File: src/rtl/tot_seq_pkg.sv
package tot_seq_pkg;

  typedef enum logic [2:0] {
    ST_IDLE,
    ST_WIN_A,
    ST_WIN_B,
    ST_DCHG,
    ST_RST
  } seq_state_e;

  // number of cycles the end-of-event reset phase lasts
  localparam int unsigned RST_CYC = 2;
  // window B step expressed in window A steps
  localparam int unsigned B_PER_A = 4;

  // window length in clock cycles: a zero setting counts as one step
  function automatic int unsigned win_cycles(input int unsigned setting,
                                             input int unsigned step_cyc);
    int unsigned s;
    s = (setting == 0) ? 1 : setting;
    return s * step_cyc;
  endfunction

endpackage

File: src/rtl/tot_rise_det.sv
module tot_rise_det #(
  parameter int N = 2
) (
  input  logic         clk,
  input  logic         rst_n,
  input  logic [N-1:0] lvl,
  output logic [N-1:0] rise
);
  logic [N-1:0] lvl_q;

  for (genvar i = 0; i < N; i++) begin : g_bit
    always_ff @(posedge clk or negedge rst_n) begin
      if (!rst_n) lvl_q[i] <= 1'b0;
      else        lvl_q[i] <= lvl[i];
    end
    assign rise[i] = lvl[i] & ~lvl_q[i];
  end

endmodule

File: src/rtl/tot_cycle_counter.sv
module tot_cycle_counter #(
  parameter int W = 16
) (
  input  logic         clk,
  input  logic         rst_n,
  input  logic         start,
  input  logic         clr,
  input  logic         inc,
  output logic [W-1:0] cnt
);
  always_ff @(posedge clk or negedge rst_n) begin
    if (!rst_n)                  cnt <= '0;
    else if (start)              cnt <= W'(1);
    else if (clr)                cnt <= '0;
    else if (inc && cnt != '1)   cnt <= cnt + 1'b1;
  end


  cnt_sat_chk: assert property (@(posedge clk) disable iff (!rst_n)
    (!start && !clr && inc && cnt == '1) |=> (cnt == '1));

endmodule

File: src/rtl/tot_seq_fsm.sv
module tot_seq_fsm
  import tot_seq_pkg::*;
#(
  parameter int CNT_W = 16
) (
  input  logic             clk,
  input  logic             rst_n,
  input  logic             hit_rise,
  input  logic             done_rise,
  input  logic             chg_i,
  input  logic [CNT_W-1:0] len_a,
  input  logic [CNT_W-1:0] len_b,
  input  logic [CNT_W-1:0] ecnt,
  input  logic             tmo_last,
  output seq_state_e       state_o,
  output logic             tot_o,
  output logic             rst_a_o,
  output logic             rst_b_o,
  output logic             dchg_en_o,
  output logic             tmo_o,
  output logic             evt_stb_o,
  output logic             evt_dark_o,
  output logic [CNT_W-1:0] evt_len_o
);
  seq_state_e       state, nxt;
  logic             dark_q, dark_nxt, go_rst;
  logic [1:0]       rcnt;
  logic             stb_q;
  logic [CNT_W-1:0] len_q;
  logic             win_a_end, win_b_end;

  assign win_a_end = (ecnt >= len_a);
  assign win_b_end = (ecnt >= len_b);

  always_comb begin
    nxt      = state;
    dark_nxt = dark_q;
    tmo_o    = 1'b0;
    unique case (state)
      ST_IDLE:  if (hit_rise) nxt = ST_WIN_A;
      ST_WIN_A: if (win_a_end) begin
                  if (!chg_i) begin
                    nxt = ST_RST; dark_nxt = 1'b1;
                  end else begin
                    nxt = win_b_end ? ST_DCHG : ST_WIN_B;
                  end
                end
      ST_WIN_B: if (win_b_end) nxt = ST_DCHG;
      ST_DCHG:  if (done_rise) begin
                  nxt = ST_RST; dark_nxt = 1'b0;
                end else if (tmo_last) begin
                  nxt = ST_RST; dark_nxt = 1'b0; tmo_o = 1'b1;
                end
      ST_RST:   if (rcnt == 2'(RST_CYC - 1)) nxt = ST_IDLE;
      default:  nxt = ST_IDLE;
    endcase
  end

  assign go_rst = (nxt == ST_RST) && (state != ST_RST);

  always_ff @(posedge clk or negedge rst_n) begin
    if (!rst_n) begin
      state  <= ST_IDLE;
      dark_q <= 1'b0;
      rcnt   <= '0;
      stb_q  <= 1'b0;
      len_q  <= '0;
    end else begin
      state <= nxt;
      stb_q <= go_rst;
      if (go_rst) begin
        dark_q <= dark_nxt;
        len_q  <= ecnt;
        rcnt   <= '0;
      end else if (state == ST_RST) begin
        rcnt <= rcnt + 1'b1;
      end
    end
  end

  assign state_o    = state;
  assign tot_o      = (state == ST_WIN_A) || (state == ST_WIN_B) || (state == ST_DCHG);
  assign dchg_en_o  = (state == ST_DCHG);
  assign rst_b_o    = (state == ST_RST);
  assign rst_a_o    = (state == ST_RST) && dark_q;
  assign evt_stb_o  = stb_q;
  assign evt_dark_o = dark_q;
  assign evt_len_o  = len_q;


  tot_start_chk: assert property (@(posedge clk) disable iff (!rst_n)
    (state == ST_IDLE && hit_rise) |=> tot_o);

  dark_clear_chk: assert property (@(posedge clk) disable iff (!rst_n)
    (state == ST_WIN_A && win_a_end && !chg_i) |=> (rst_a_o && rst_b_o && !tot_o));

  dchg_in_tot_chk: assert property (@(posedge clk) disable iff (!rst_n)
    dchg_en_o |-> tot_o);

  done_end_chk: assert property (@(posedge clk) disable iff (!rst_n)
    (dchg_en_o && done_rise) |=> (rst_b_o && !rst_a_o && !tot_o && !dchg_en_o));

  stb_single_chk: assert property (@(posedge clk) disable iff (!rst_n)
    evt_stb_o |=> !evt_stb_o);

  stb_in_reset_chk: assert property (@(posedge clk) disable iff (!rst_n)
    evt_stb_o |-> (rst_b_o && !tot_o));

  rst_hold_chk: assert property (@(posedge clk) disable iff (!rst_n)
    $rose(rst_b_o) |=> rst_b_o);

  rst_end_chk: assert property (@(posedge clk) disable iff (!rst_n)
    (rst_b_o && $past(rst_b_o)) |=> (!rst_b_o && !tot_o));

endmodule

File: src/rtl/tot_dark_reject_seq.sv
module tot_dark_reject_seq
  import tot_seq_pkg::*;
#(
  parameter int WIN_W    = 8,
  parameter int THR_W    = 8,
  parameter int DCHG_W   = 4,
  parameter int CNT_W    = 16,
  parameter int TICK_CYC = 1,
  parameter int TIMEOUT  = 1024
) (
  input  logic              clk,
  input  logic              rst_n,
  input  logic              hit_i,
  input  logic              chg_i,
  input  logic              done_i,
  input  logic              cfg_we_i,
  input  logic [WIN_W-1:0]  cfg_win_a_i,
  input  logic [WIN_W-1:0]  cfg_win_b_i,
  input  logic [THR_W-1:0]  cfg_thr_i,
  input  logic [DCHG_W-1:0] cfg_dchg_i,
  output logic              tot_o,
  output logic              rst_a_o,
  output logic              rst_b_o,
  output logic              dchg_en_o,
  output logic [THR_W-1:0]  thr_o,
  output logic [DCHG_W-1:0] dchg_o,
  output logic              evt_stb_o,
  output logic              evt_dark_o,
  output logic [CNT_W-1:0]  evt_len_o,
  output logic              err_o
);
  localparam int TMO_W = $clog2(TIMEOUT) + 1;

  logic [WIN_W-1:0] win_a_q, win_b_q;
  logic [CNT_W-1:0] len_a, len_b, ecnt;
  logic [TMO_W-1:0] tcnt;
  logic [1:0]       rise;
  logic             hit_rise, done_rise, tmo_last, tmo_evt, err_q;
  seq_state_e       state;

  // configuration registers
  always_ff @(posedge clk or negedge rst_n) begin
    if (!rst_n) begin
      win_a_q <= '0;
      win_b_q <= '0;
      thr_o   <= '0;
      dchg_o  <= '0;
    end else if (cfg_we_i) begin
      win_a_q <= cfg_win_a_i;
      win_b_q <= cfg_win_b_i;
      thr_o   <= cfg_thr_i;
      dchg_o  <= cfg_dchg_i;
    end
  end

  assign len_a = CNT_W'(win_cycles(32'(win_a_q), TICK_CYC));
  assign len_b = CNT_W'(win_cycles(32'(win_b_q), B_PER_A * TICK_CYC));

  tot_rise_det #(.N(2)) u_rise (
    .clk  (clk),
    .rst_n(rst_n),
    .lvl  ({done_i, hit_i}),
    .rise (rise)
  );
  assign hit_rise  = rise[0];
  assign done_rise = rise[1];

  // cycles since the ToT pulse began; doubles as the event length
  tot_cycle_counter #(.W(CNT_W)) u_elapsed (
    .clk  (clk),
    .rst_n(rst_n),
    .start(state == ST_IDLE && hit_rise),
    .clr  (!tot_o),
    .inc  (tot_o),
    .cnt  (ecnt)
  );

  // discharge phase duration, for the missing-done guard
  tot_cycle_counter #(.W(TMO_W)) u_tmo (
    .clk  (clk),
    .rst_n(rst_n),
    .start(1'b0),
    .clr  (state != ST_DCHG),
    .inc  (state == ST_DCHG),
    .cnt  (tcnt)
  );
  assign tmo_last = (tcnt == TMO_W'(TIMEOUT - 1));

  tot_seq_fsm #(.CNT_W(CNT_W)) u_fsm (
    .clk       (clk),
    .rst_n     (rst_n),
    .hit_rise  (hit_rise),
    .done_rise (done_rise),
    .chg_i     (chg_i),
    .len_a     (len_a),
    .len_b     (len_b),
    .ecnt      (ecnt),
    .tmo_last  (tmo_last),
    .state_o   (state),
    .tot_o     (tot_o),
    .rst_a_o   (rst_a_o),
    .rst_b_o   (rst_b_o),
    .dchg_en_o (dchg_en_o),
    .tmo_o     (tmo_evt),
    .evt_stb_o (evt_stb_o),
    .evt_dark_o(evt_dark_o),
    .evt_len_o (evt_len_o)
  );

  // sticky timeout flag; a new timeout wins over a clearing write
  always_ff @(posedge clk or negedge rst_n) begin
    if (!rst_n)        err_q <= 1'b0;
    else if (tmo_evt)  err_q <= 1'b1;
    else if (cfg_we_i) err_q <= 1'b0;
  end
  assign err_o = err_q;


  err_hold_chk: assert property (@(posedge clk) disable iff (!rst_n)
    (err_o && !cfg_we_i) |=> err_o);

  err_src_chk: assert property (@(posedge clk) disable iff (!rst_n)
    $rose(err_o) |-> (rst_b_o && !rst_a_o));

  cfg_out_chk: assert property (@(posedge clk) disable iff (!rst_n)
    cfg_we_i |=> (thr_o == $past(cfg_thr_i) && dchg_o == $past(cfg_dchg_i)));

endmodule

File: config.mk
export PLATFORM = sky130hd
export DESIGN_NAME = tot_dark_reject_seq
export DESIGN_NICKNAME = d
export VERILOG_FILES = /design/src/rtl/tot_seq_pkg.sv /design/src/rtl/tot_rise_det.sv /design/src/rtl/tot_cycle_counter.sv /design/src/rtl/tot_seq_fsm.sv /design/src/rtl/tot_dark_reject_seq.sv
export SDC_FILE = /design/constraint.sdc
export NUM_CORES = 1
export LEC_CHECK = 0
export ABC_AREA = 1
export BUFFER_PORTS_ARGS = -buffer_cell sky130_fd_sc_hd__buf_2
export CORE_ASPECT_RATIO = 1.5
export CORE_MARGIN = 8
export CORE_UTILIZATION = 33
export CTS_BUF_LIST = sky130_fd_sc_hd__clkbuf_8
export DETAILED_ROUTE_END_ITERATION = 8
export SYNTH_ARGS = -nofsm -noshare
export SYNTH_HDL_FRONTEND = slang
export SYNTH_SLANG_ARGS = --single-unit
export TNS_END_PERCENT = 10
File: constraint.sdc
create_clock -name clk -period 3.4 [get_ports clk]
set_input_delay 0.17 -clock clk [delete_from_list [all_inputs] [get_ports clk]]
set_output_delay 0.17 -clock clk [all_outputs]
set_load 0.01 [all_outputs]
# Word level (Yosys, flattened, before mapping)
# Index checks and enable logic that the tools add are counted.
dict set report totals {
  reg_bits 81
  latchBits 0
  ram_bits 0
  romBits 0
  output_inout_bits 35
  word_cells 81
  memories 0
}
dict set report classes {
  n_addsub 3
  mul 0
  n_div 0
  order_cmp 2
  eq_ne 15
  shifts 0
  n_mux 28
  bitwise 4
  reduce_logical 15
}
# cell n
set ops {}
lappend ops {{$mux W16} 3}
lappend ops {{$mux W11} 2}
lappend ops {{$mux W3} 7}
lappend ops {{$add A16 B1 Y16 const B} 1}
lappend ops {{$ge A16 B10 Y1} 1}
lappend ops {{$ge A16 B8 Y1} 1}
lappend ops {{$logic_not A8 Y1} 2}
lappend ops {{$mux W8} 2}
lappend ops {{$ne A16 B16 Y1 const B} 1}
lappend ops {{$pmux W3 S5} 1}
lappend ops {{$add A11 B1 Y11 const B} 1}
lappend ops {{$eq A11 B10 Y1 const B} 1}
lappend ops {{$ne A11 B11 Y1 const B} 1}
lappend ops {{$mux W1} 10}
lappend ops {{$reduce_bool A2 Y1} 4}
lappend ops {{$eq A3 B2 Y1 const B} 2}
lappend ops {{$eq A3 B3 Y1 const B} 2}
lappend ops {{$ne A3 B2 Y1 const B} 2}
lappend ops {{$ne A3 B3 Y1 const B} 2}
lappend ops {{$logic_and A1 B1 Y1} 5}
lappend ops {{$reduce_and A5 Y1} 1}
lappend ops {{$mux W2} 2}
lappend ops {{$eq A3 B1 Y1 const B} 1}
lappend ops {{$logic_not A3 Y1} 1}
lappend ops {{other kinds (8)} 11}

# Depth between registers and ports, before layout
# Gate-level depths: netlist of run 1.
dict set report logic_depth {
  word_depth 10
  depth_mapped 13
  mapped_depth_nobuf 13
}

# By module
# Synthesis of run 1 repeated with hierarchy kept, for this count alone.
dict set report unflattened {
  hier_cells 683
  hier_area_um2 5123.7
}
# mod instances cells_per_inst area_per_inst_um2 seq_area_each_um2
set modules_own_cells {}
lappend modules_own_cells {tot_seq_fsm 1 261 1906.8 575.6}
lappend modules_own_cells {tot_dark_reject_seq 1 164 1346.3 725.7}
lappend modules_own_cells {{tot_cycle_counter (u_elapsed)} 1 159 1093.5 400.4}
lappend modules_own_cells {{tot_cycle_counter (u_tmo)} 1 93 706.9 275.3}
lappend modules_own_cells {tot_rise_det 1 6 70.1 50.0}

# Worst setup path before layout of run 1
# No wires, ideal clock.
dict set report synth_path {
  path_type {register -> register}
  from {reg win_a_q[2]}
  to {reg u_fsm.len_q[9], in the netlist u_fsm.evt_len_o[9]}
  setup_time_ns 0.117
  arrival_time_ns 1.769
  required_ns 3.283
  slack_ns 1.515
  stages_incl_launch_ff 12
  path_buffers 1
  synth_period_minus_slack_ns 1.885
  cell_sequence {dfrtp_1 > inv_1 > nand4_1 > o41ai_1 > ha_1 > o21ai_0 > nand2_1 > nand2_1 > nand3b_4 > buf_2 > nand3_1 > nand2_1}
}
dict set report synth_between {
  elab_chain_len 7
}
# item line_no
set synth_lines {}
lappend synth_lines {{start, declared} tot_dark_reject_seq.sv:34} ;# logic [WIN_W-1:0] win_a_q, win_b_q;
lappend synth_lines {{start signal, assigned} tot_dark_reject_seq.sv:49} ;# win_a_q <= cfg_win_a_i;
lappend synth_lines {{$logic_not A8 Y1} tot_seq_pkg.sv:20} ;# s = (setting == 0) ? 1 : setting;
lappend synth_lines {{$mux W8 (*)} tot_seq_pkg.sv:20}
lappend synth_lines {{$ge A16 B8 Y1 (*)} tot_seq_fsm.sv:32} ;# assign win_a_end = (ecnt >= len_a);
lappend synth_lines {{$mux W3 (*)} tot_seq_fsm.sv:41} ;# ST_WIN_A: if (win_a_end) begin
lappend synth_lines {{$pmux W3 S5 (*)} tot_seq_fsm.sv:39} ;# unique case (state)
lappend synth_lines {{$eq A3 B3 Y1 (*)} tot_seq_fsm.sv:59} ;# assign go_rst = (nxt == ST_RST) && (state != ST_RST);
lappend synth_lines {{$logic_and A1 B1 Y1 (*)} tot_seq_fsm.sv:59}
lappend synth_lines {{end signal, assigned} tot_seq_fsm.sv:73} ;# len_q <= ecnt;
lappend synth_lines {{end, declared} tot_seq_fsm.sv:29} ;# logic [CNT_W-1:0] len_q;
# Mark *: on every way between the ends. The rest lies on a longest branch, timed or not.
# A chain may end at the register's enable or synchronous reset.

# Worst setup path in the final report of run 1
dict set report layout_path {
  from {reg win_a_q[5]}
  to {reg u_fsm.len_q[3], in the netlist u_fsm.evt_len_o[3]}
}
# Same word-level chain as after synthesis.

==> results of run 1 <==
-- synthesized netlist by cell type (all sizes together) (2+ instances only) --
cell type	n	share of area (%)
nand2	131	13
a31oi	2	0.30
o41ai	2	0.42
inv	65	5.8
or2	5	0.74
o31ai	3	0.54
dfrtp	81	48
ha	20	5.9
buf	6	1.3
mux2	12	3.2
nor3	6	0.98
clkbuf	4	0.36
nand3	42	5.1
xor2	5	1.0
nor2	49	4.7
a21oi	3	0.36
o21ai	32	3.8
nand4	12	1.8
nor4	3	0.80
-- sequential cells by signal (all words and copies together), names as in the netlist, 2 cells and up --
signal,count
dchg_o,4
thr_o,8
u_elapsed.cnt,16
u_fsm.evt_len_o,16
u_fsm.rcnt,2
u_fsm.state_o,3
u_rise.lvl_q,2
u_tmo.cnt,11
win_a_q,8
win_b_q,8
-- metrics by stage --
step                      util (%)  std cells  power (mW)  cell area (µm²)  setup slack, ns
after floorplan                  -        492       1.654             4208            1.515
after global placement       37.57        706       1.829             4677            1.263
after detailed placement     37.57        706       1.857             4677            1.217
after CTS                    39.18        724       2.497             4877            1.170
after global routing         39.18        724       2.642             4877           0.8402
final                        39.18        724       2.459             4877            1.210
-- logic make-up after synthesis --
logic type / after synthesis / share of synthesized area, %
DFF: 81 / 48.17
muxes: 12 / 3.211
and+or+nand+nor: 250 / 27.45
xor gates and xnor gates: 6 / 1.249
buffers and inverters: 75 / 7.434
adders and majority gates: 20 / 5.947
AOI/OAI and AO/OA: 48 / 6.542
-- final cells by class --
class | instances | area share, %
Tap cell | 156 | 4.002
Multi-Input combinational cell | 336 | 38.30
Sequential cell | 81 | 41.56
Clock buffer | 10 | 2.822
Clock inverter | 5 | 0.6670
Inverter | 65 | 5.003
Timing Repair Buffer | 71 | 7.645
-- where the power goes --
part | total (mW) | internal (mW) | switching (mW)
Clock | 0.629 | 0.280 | 0.349
Sequential | 1.15 | 1.07 | 0.0815
Combinational | 0.680 | 0.221 | 0.459
-- routing by layer --
| layer | share of wire, % | vias up | GRT usage, % |
|---|---|---|---|
| li1 | - | 1734 | - |
| met3 | 4.1 | 16 | 3.120 |
| met1 | 42 | 1593 | 13.70 |
| met5 | 0 | - | 0 |
| met4 | 2.2 | 0 | 5.312 |
| met2 | 52 | 69 | 21.76 |
-- path summary, 6_finish.rpt --
check	slack, ns	depth (start not counted)	start	to
min	-0.03	1	rst_n	u_fsm.evt_stb_o
max in group asynchronous	2.77	1	rst_n	win_a_q[6]
min reg2reg	0.48	2	u_fsm.evt_len_o[7]	u_fsm.evt_len_o[7]
min in group clk	0.02	3	cfg_win_a_i[0]	win_a_q[0]
max	1.21	11	win_a_q[5]	u_fsm.evt_len_o[3]
max reg2reg	1.21	11	win_a_q[5]	u_fsm.evt_len_o[3]
-- worst max-delay path, stage by stage, from the launching register on --
cell	delay [ns]
dfrtp_1	0.37
inv_1	0.10
nand4_1	0.11
o41ai_1	0.27
ha_1	0.29
o21ai_0	0.16
nand2_1	0.06
nand2_1	0.12
nand3b_4	0.21
nand2_4	0.28
nand2_1	0.09
nand2_1	0.06
==> flow_summary.ini, run 1 <==
[yosys]
synth.avg_cell_area_um2 = 8.552
synth-seq-area-share_pct = 48.17
ys_types = 38
synth_edf_count = 0
synthFlopType = dfrtp_1
synth_nets = 546
ys_async_sr_fraction_pct = 100.0
synth_area_um2 = 4208
syn_inst = 492
yosysWarnings = 0
synth_seq_cells = 81

[clock_tree]
htree_levels = 3
post_cts_buffers = 0
cts-resized-gates = 0
cts.clk_slew.worst_paths_ns = 0.08
cts_tree = done
clk_root_buffer_cell = clkbuf_8
cts_buffers = 9
cts.sink_count = 81
clock_latency_ns = 0.35
ctsLongestPathBuffers = 2
cts_hold_buf = 3

[sta]
setup-tns-final_ns = 0
slew_violations = 0
tightestPinTransition_ns = 1.014
finalCritPeriodShare_pct = 64.40
finalHoldViolations = 18
setup_viol = 0
clock_skew_ns = 0.01010
clock.fmax_mhz = 456.7
holdWs_ns = -0.02616
period_minus_slack_ns = 2.190
relSlewSlack_pct = 32.37
rsz0062_at_grt = false

[setup_path]
worst_setup_path_end_kind = register
path_class = register to register
crit_fanout = 18
critPathArrivalTime_ns = 2.49
startpoint_type = register
worstPathRequired_ns = 3.70

[global_routing]
grt_overflow = 0
grt_max_degree = 82
grt_pass1_wl_mm = 16.58
grtUsageTotal_pct = 12.43
antenna_found_initial = 0
grt_pass1_vias = 3524

[power]
p_leak_nw = 2.619
powerDensity_nw_per_um2 = 504.1
peakVddDrop_mv = 0.2210

[placement]
hpwl_mm = 7.404
gp_congestion = 0.8431
portBuffers = 68

[final_layout]
multiInputGateArea_um2 = 1868
nFillCells = 1241
num_antenna_cells = 0
final_common_cell = nand2_1
layout_common_cells = 119 x nand2_1, 81 x dfrtp_1, 67 x buf_2
area_growth_pct = 15.91
seq_area_um2 = 2027
finalNetCount = 618
drive_gt1_share_pct = 21.30

[die]
die_x_um = 108.2
die_y_um = 154.3
core_um2 = 12450
initial_core_util_pct = 33.80
io_pins = 69
rows = 50
dieArea_um2 = 16690

[drt]
vias = 3412
drt_iter0_drc = 196
totalWireLength_mm = 9.826
wl_per_cell_um = 13.57
dr.pass1.iters = 4
drc = 0
ant_nets = 0
viasPerCell = 4.713

[outcome]
status = finished with violations
violations = hold timing

[worst_hold_path]
hold_class = input pin to async pin

[job]
cap_violations = 0
No activity file was read; power rests on OpenSTA's default activity.
==> inputs of run 2 (changes only) <==
- ABC_AREA: 1 -> 0
- clock period: 3.4 -> 2.03 ns (I/O delays scaled with it)
==> flow_summary.ini, run 2 <==
[clock_tree]
htree_levels = 3
cts.sink_count = 81
cts.clk_slew.worst_paths_ns = 0.09
clk_root_buffer_cell = clkbuf_8
clock_latency_ns = 0.36
cts_tree = done
ctsLongestPathBuffers = 2
cts_buffers = 9

[yosys]
synth-seq-area-share_pct = 46.19
synth_area_um2 = 4388
yosys-top-cells-count = 81 x dfrtp_1, 34 x nand2_1, 27 x nor2_1
syn_inst = 438
synthTopCellsByArea = dfrtp_1 46%, ha_1 5.7%, mux2i_1 3.9%, mux2_2 3.6%, nand4_1 3.3%
synth.avg_cell_area_um2 = 10.02
ys_types = 55
synthFlopType = dfrtp_1
synth_top_area_share_pct = 46.19
yosysTopAreaCell = dfrtp_1
synth_nets = 492
synth_edf_count = 0
synth_most_common_cell = dfrtp_1
yosysWarnings = 0
synth_seq_cells = 81
ys_async_sr_fraction_pct = 100.0

[sta]
rsz0062_at_grt = true
clock_skew_ns = 0.009677
finalCritPeriodShare_pct = 114.5
finalHoldViolations = 0
clock.fmax_mhz = 430.1
tightestPinTransition_ns = 0.5817
setup_viol = 23
period_minus_slack_ns = 2.325
slew_violations = 0
fin_ws_ns = -0.2949
relSlewSlack_pct = 60.96

[final_layout]
area_growth_pct = 30.20
final_common_cell = dfrtp_1
num_antenna_cells = 0
finalNetCount = 618
fin_area_um2 = 5713
drive_gt1_share_pct = 26.19
layout_common_cells = 81 x dfrtp_1, 67 x buf_2, 34 x nand2_1

[setup_path]
worstPathRequired_ns = 2.27
crit_start = win_a_q[6]
r2r-end = u_fsm.state_o[0]
path_cells = nor4_2 > a41o_1 > ha_1 > nand2b_4 > a2111oi_4 > buf_4 > nor3_1 > o311ai_2 > o211ai_1
slowest_delay_ns = 0.40
regToRegSetupSlack_ns = -0.29
endpoint = u_fsm.state_o[0]
path_class = register to register
startpoint_type = register
crit_fanout = 4
r2r-start = win_a_q[6]
crit_slowest_cell = dfrtp_1
r2r_cells = 9
worst_setup_path_end_kind = register
critPathArrivalTime_ns = 2.56

[drt]
viasPerCell = 5.118
vias = 3726
wl_per_cell_um = 15.39
drt_iter0_drc = 96
ant_nets = 0
totalWireLength_mm = 11.20
drc = 0
dr.pass1.iters = 4

[job]
cap_violations = 0

[global_routing]
met2_usage_pct = 22.94
busiest_layer = met2
grt_pass1_vias = 3846
grt_overflow = 0
antenna_found_initial = 0
grt_pass1_wl_mm = 18.89
use_met1_pct = 16.53
met3_usage_pct = 2.251
grt_max_degree = 63
grtUsageTotal_pct = 13.66

[power]
powerDensity_nw_per_um2 = 780.2
totalPowerFinal_mw = 4.457
peakVddDrop_mv = 0.3644
p_leak_nw = 2.849

[placement]
pre_cts_slack_ns = -0.2659
hpwl_mm = 8.064
placed_cell_area_um2 = 5159
gp_congestion = 0.8027
portBuffers = 68

[die]
core_um2 = 13020
dieArea_um2 = 17320
die_x_um = 110.2
rows = 51
io_pins = 69
initial_core_util_pct = 33.71
die_y_um = 157.2

[outcome]
violations = setup timing
status = finished with violations

[worst_hold_path]
hold_class = input pin to async pin
-- run 2: report_power, final --
| group | leakage, nW | internal, mW | switching [mW] |
|---|---|---|---|
| clock | 0.105 | 0.569 | 0.627 |
| sequential | 1.03 | 1.76 | 0.124 |
| combinational | 1.71 | 0.613 | 0.763 |
| total | 2.85 | 2.94 | 1.51 |
-- run 2: worst max-delay path, delay by kind of cell (launching register included) --
family,cells,cell delay (ns)
DFF,1,0.40
buffers and inverters,1,0.20
adders and majority gates,1,0.22
AOI/OAI and AO/OA,4,0.90
and+or+nand+nor,3,0.47
-- run 2: area by class of cell --
class | count | area, µm²
Sequential cell | 81 | 2027
Clock buffer | 9 | 123.9
Clock inverter | 7 | 70.07
Inverter | 26 | 97.59
Tap cell | 159 | 198.9
Fill cell | 1284 | 7305
Multi-Input combinational cell | 312 | 2230
Timing Repair Buffer | 134 | 965.9
-- run 2: what timing repair did --
action                                 CTS  global route
endpoints found under the hold margin  111             0
setup buffers                            0             2
hold buffers                            31             0
cloned                                   0             1
setup endpoints to repair               23            23
resized for setup                        2             2
pin swaps                                3            13
-- run 2: kinds of logic after synthesis --
family	share of synthesized area [%]
buf+inv	4.334
mux	7.471
fa+ha+maj	5.703
xor+xnor	3.194
flops	46.19
compound gates	12.52
simple gates	20.59
-- run 2: how the worst min path moves through the flow --
stage                            to  slack (ns)  cells after the start
after floorplan           dchg_o[0]       -0.19                      0
after global placement     thr_o[4]      -0.002                      1
after detailed placement   thr_o[4]       0.003                      1
after CTS                  thr_o[4]        0.13                      2
after global routing       thr_o[4]        0.19                      2
final                      thr_o[4]        0.17                      2
-- run 2: through the flow --
step | TNS (ns) | hold WS (ns) | util (%) | std cells
final | -4.790 | 0.1679 | 43.89 | 728
after global routing | -6.919 | 0.1918 | 43.89 | 728
after CTS | -4.789 | 0.1313 | 43.55 | 725
after detailed placement | -4.826 | 0.003316 | 39.63 | 678
after global placement | -3.734 | -0.001653 | 39.63 | 678
after floorplan | -1.075 | -0.1941 | - | 438
-- run 2: routing by layer --
layer,part of all wire (%),vias to the layer above
li1,-,1834
met1,43,1803
met2,51,74
met3,4.4,15
met4,1.9,0
met5,0,-
==> inputs of run 3 (changes only) <==
- CELL_PAD_IN_SITES_DETAIL_PLACEMENT: default -> 1
- CELL_PAD_IN_SITES_GLOBAL_PLACEMENT: default -> 1
- PLACE_DENSITY_LB_ADDON: default -> 0.1
==> flow_summary.ini, run 3 (synthesis results as in run 2) <==
[placement]
portBuffers = 68
hpwl_mm = 9.351
placed_cells = 685
placed_cell_area_um2 = 5211
gp_congestion = 0.7928

[global_routing]
grtUsageTotal_pct = 15.49
antenna_found_initial = 0
grt_pass1_vias = 4169
grt_overflow = 0
grt_max_degree = 40
grt_pass1_wl_mm = 21.20

[sta]
clock_skew_ns = 0.01274
holdWs_ns = 0.2196
period_minus_slack_ns = 2.291
rsz0062_at_grt = true
tightestPinTransition_ns = 0.5522
clock.fmax_mhz = 436.5
fin_ws_ns = -0.2609
relSlewSlack_pct = 63.19
slew_violations = 0
finalCritPeriodShare_pct = 112.9
setup_viol = 23
finalHoldViolations = 0

[setup_path]
path_cells = nor4_2 > a41o_1 > ha_1 > nand2b_4 > a2111oi_4 > buf_4 > o31a_4 > buf_12 > nand4_1 > nand3_1
crit_family = compound AO/OA/AOI/OAI gates
worstPathRequired_ns = 2.33
slowest_delay_ns = 0.39
regToRegSetupSlack_ns = -0.26
path_class = register to register
crit_fanout = 15
crit_slowest_cell = dfrtp_1
crit_start = win_a_q[6]
startpoint_type = register
critPathArrivalTime_ns = 2.59
worst_setup_path_end_kind = register
r2r-end = u_fsm.evt_len_o[3]
path_depth = 10
r2r_cells = 10
path_buf_inv = 2
r2r-start = win_a_q[6]

[worst_hold_path]
min_path_cells = 5
hold-path-endpoint = u_fsm.state_o[1]
min_from = chg_i
hold_class = input pin to register

[die]
die_y_um = 157.2
dieArea_um2 = 17320
die_x_um = 110.2
initial_core_util_pct = 33.71
io_pins = 69
rows = 51
core_um2 = 13020

[drt]
drt_iter0_drc = 83
viasPerCell = 5.244
dr.pass1.iters = 4
wl_per_cell_um = 16.91
ant_nets = 0
drc = 0
totalWireLength_mm = 12.39
vias = 3844

[power]
powerDensity_nw_per_um2 = 786.7
p_seq_share_pct = 41.5
pwr-share-clk_pct = 27.7
sw_frac_of_total_pct = 32.87
p_leak_nw = 2.895
peakVddDrop_mv = 0.3283
power.internal_mw = 3.043
p_sw_mw = 1.490
pwr-share-comb_pct = 30.8

[outcome]
violations = setup timing
status = finished with violations

[final_layout]
drive_gt1_share_pct = 26.83
num_antenna_cells = 0
final_common_cell = dfrtp_1
layout_common_cells = 81 x dfrtp_1, 67 x buf_2, 38 x buf_4
nFillCells = 1500
fin_area_um2 = 5762
area_growth_pct = 31.31
stdcell_count = 733
finalNetCount = 623

[job]
cap_violations = 0

[clock_tree]
cts.sink_count = 81
ctsLongestPathBuffers = 2
cts_tree = done
clk_root_buffer_cell = clkbuf_8
cts.clk_slew.worst_paths_ns = 0.09
clock_latency_ns = 0.36
htree_levels = 3
cts_buffers = 9
==> run 3: metrics by stage <==
step	setup slack, ns	power (mW)	util, %	TNS (ns)
CTS	-0.2872	4.577	44.06	-5.021
global placement	-0.2348	3.208	40.03	-4.395
global route	-0.3822	4.829	44.26	-7.337
detailed placement	-0.3092	3.244	40.03	-5.773
floorplan	-0.07377	2.680	-	-1.075
finish	-0.2609	4.533	44.26	-5.076
==> run 3: worst max-delay path by stage <==
stage	end	slack, ns
4_1_cts	u_fsm.state_o[2]	-0.29
3_5_place_dp	u_fsm.state_o[2]	-0.31
6_report	u_fsm.evt_len_o[3]	-0.26
2_1_floorplan	u_fsm.evt_len_o[5]	-0.07
3_3_place_gp	u_fsm.state_o[2]	-0.23
5_1_grt	u_fsm.state_o[2]	-0.38
==> run 3: power groups by stage <==
stage          Sequential [mW]  Clock [mW]  Combinational [mW]
3_3_place_gp              1.91           0                1.30
3_5_place_dp              1.91           0                1.33
5_1_grt                   1.91        1.37                1.55
4_1_cts                   1.88        1.31                1.39
6_report                  1.88        1.26                1.39
2_1_floorplan             1.93           0               0.750
==> run 3: timing repair <==
action	in CTS	in global routing
pin swaps	3	5
setup buffers	0	1
resized for setup	2	3
setup endpoints to repair	23	25
hold buffers	31	0
endpoints found under the hold margin	66	0
==> run 3: area by class of cell <==
| type | count | area (µm²) | area share [%] |
|---|---|---|---|
| sequential | 81 | 2027 | 35.18 |
| tap | 159 | 198.9 | 3.453 |
| inverter | 26 | 97.59 | 1.694 |
| timing repair buffer | 140 | 1011 | 17.55 |
| multi-input combinational | 311 | 2220 | 38.52 |
| clock inverter | 4 | 42.54 | 0.7383 |
| clock buffer | 12 | 165.2 | 2.866 |
==> run 3: worst reg2reg max path, stage by stage (launching register included) <==
cell       delay, ns
dfrtp_1         0.39
nor4_2          0.26
a41o_1          0.20
ha_1            0.22
nand2b_4        0.15
a2111oi_4       0.33
buf_4           0.20
o31a_4          0.16
buf_12          0.14
nand4_1         0.11
nand3_1         0.08
==> run 3: routing by layer <==
layer | up-vias | track usage (%) | wire length (µm)
met5 | - | 0 | 0
met4 | 0 | 6.565 | 238
met1 | 1927 | 18.84 | 5398
met3 | 14 | 2.620 | 510
li1 | 1832 | - | -
met2 | 71 | 26.07 | 6246
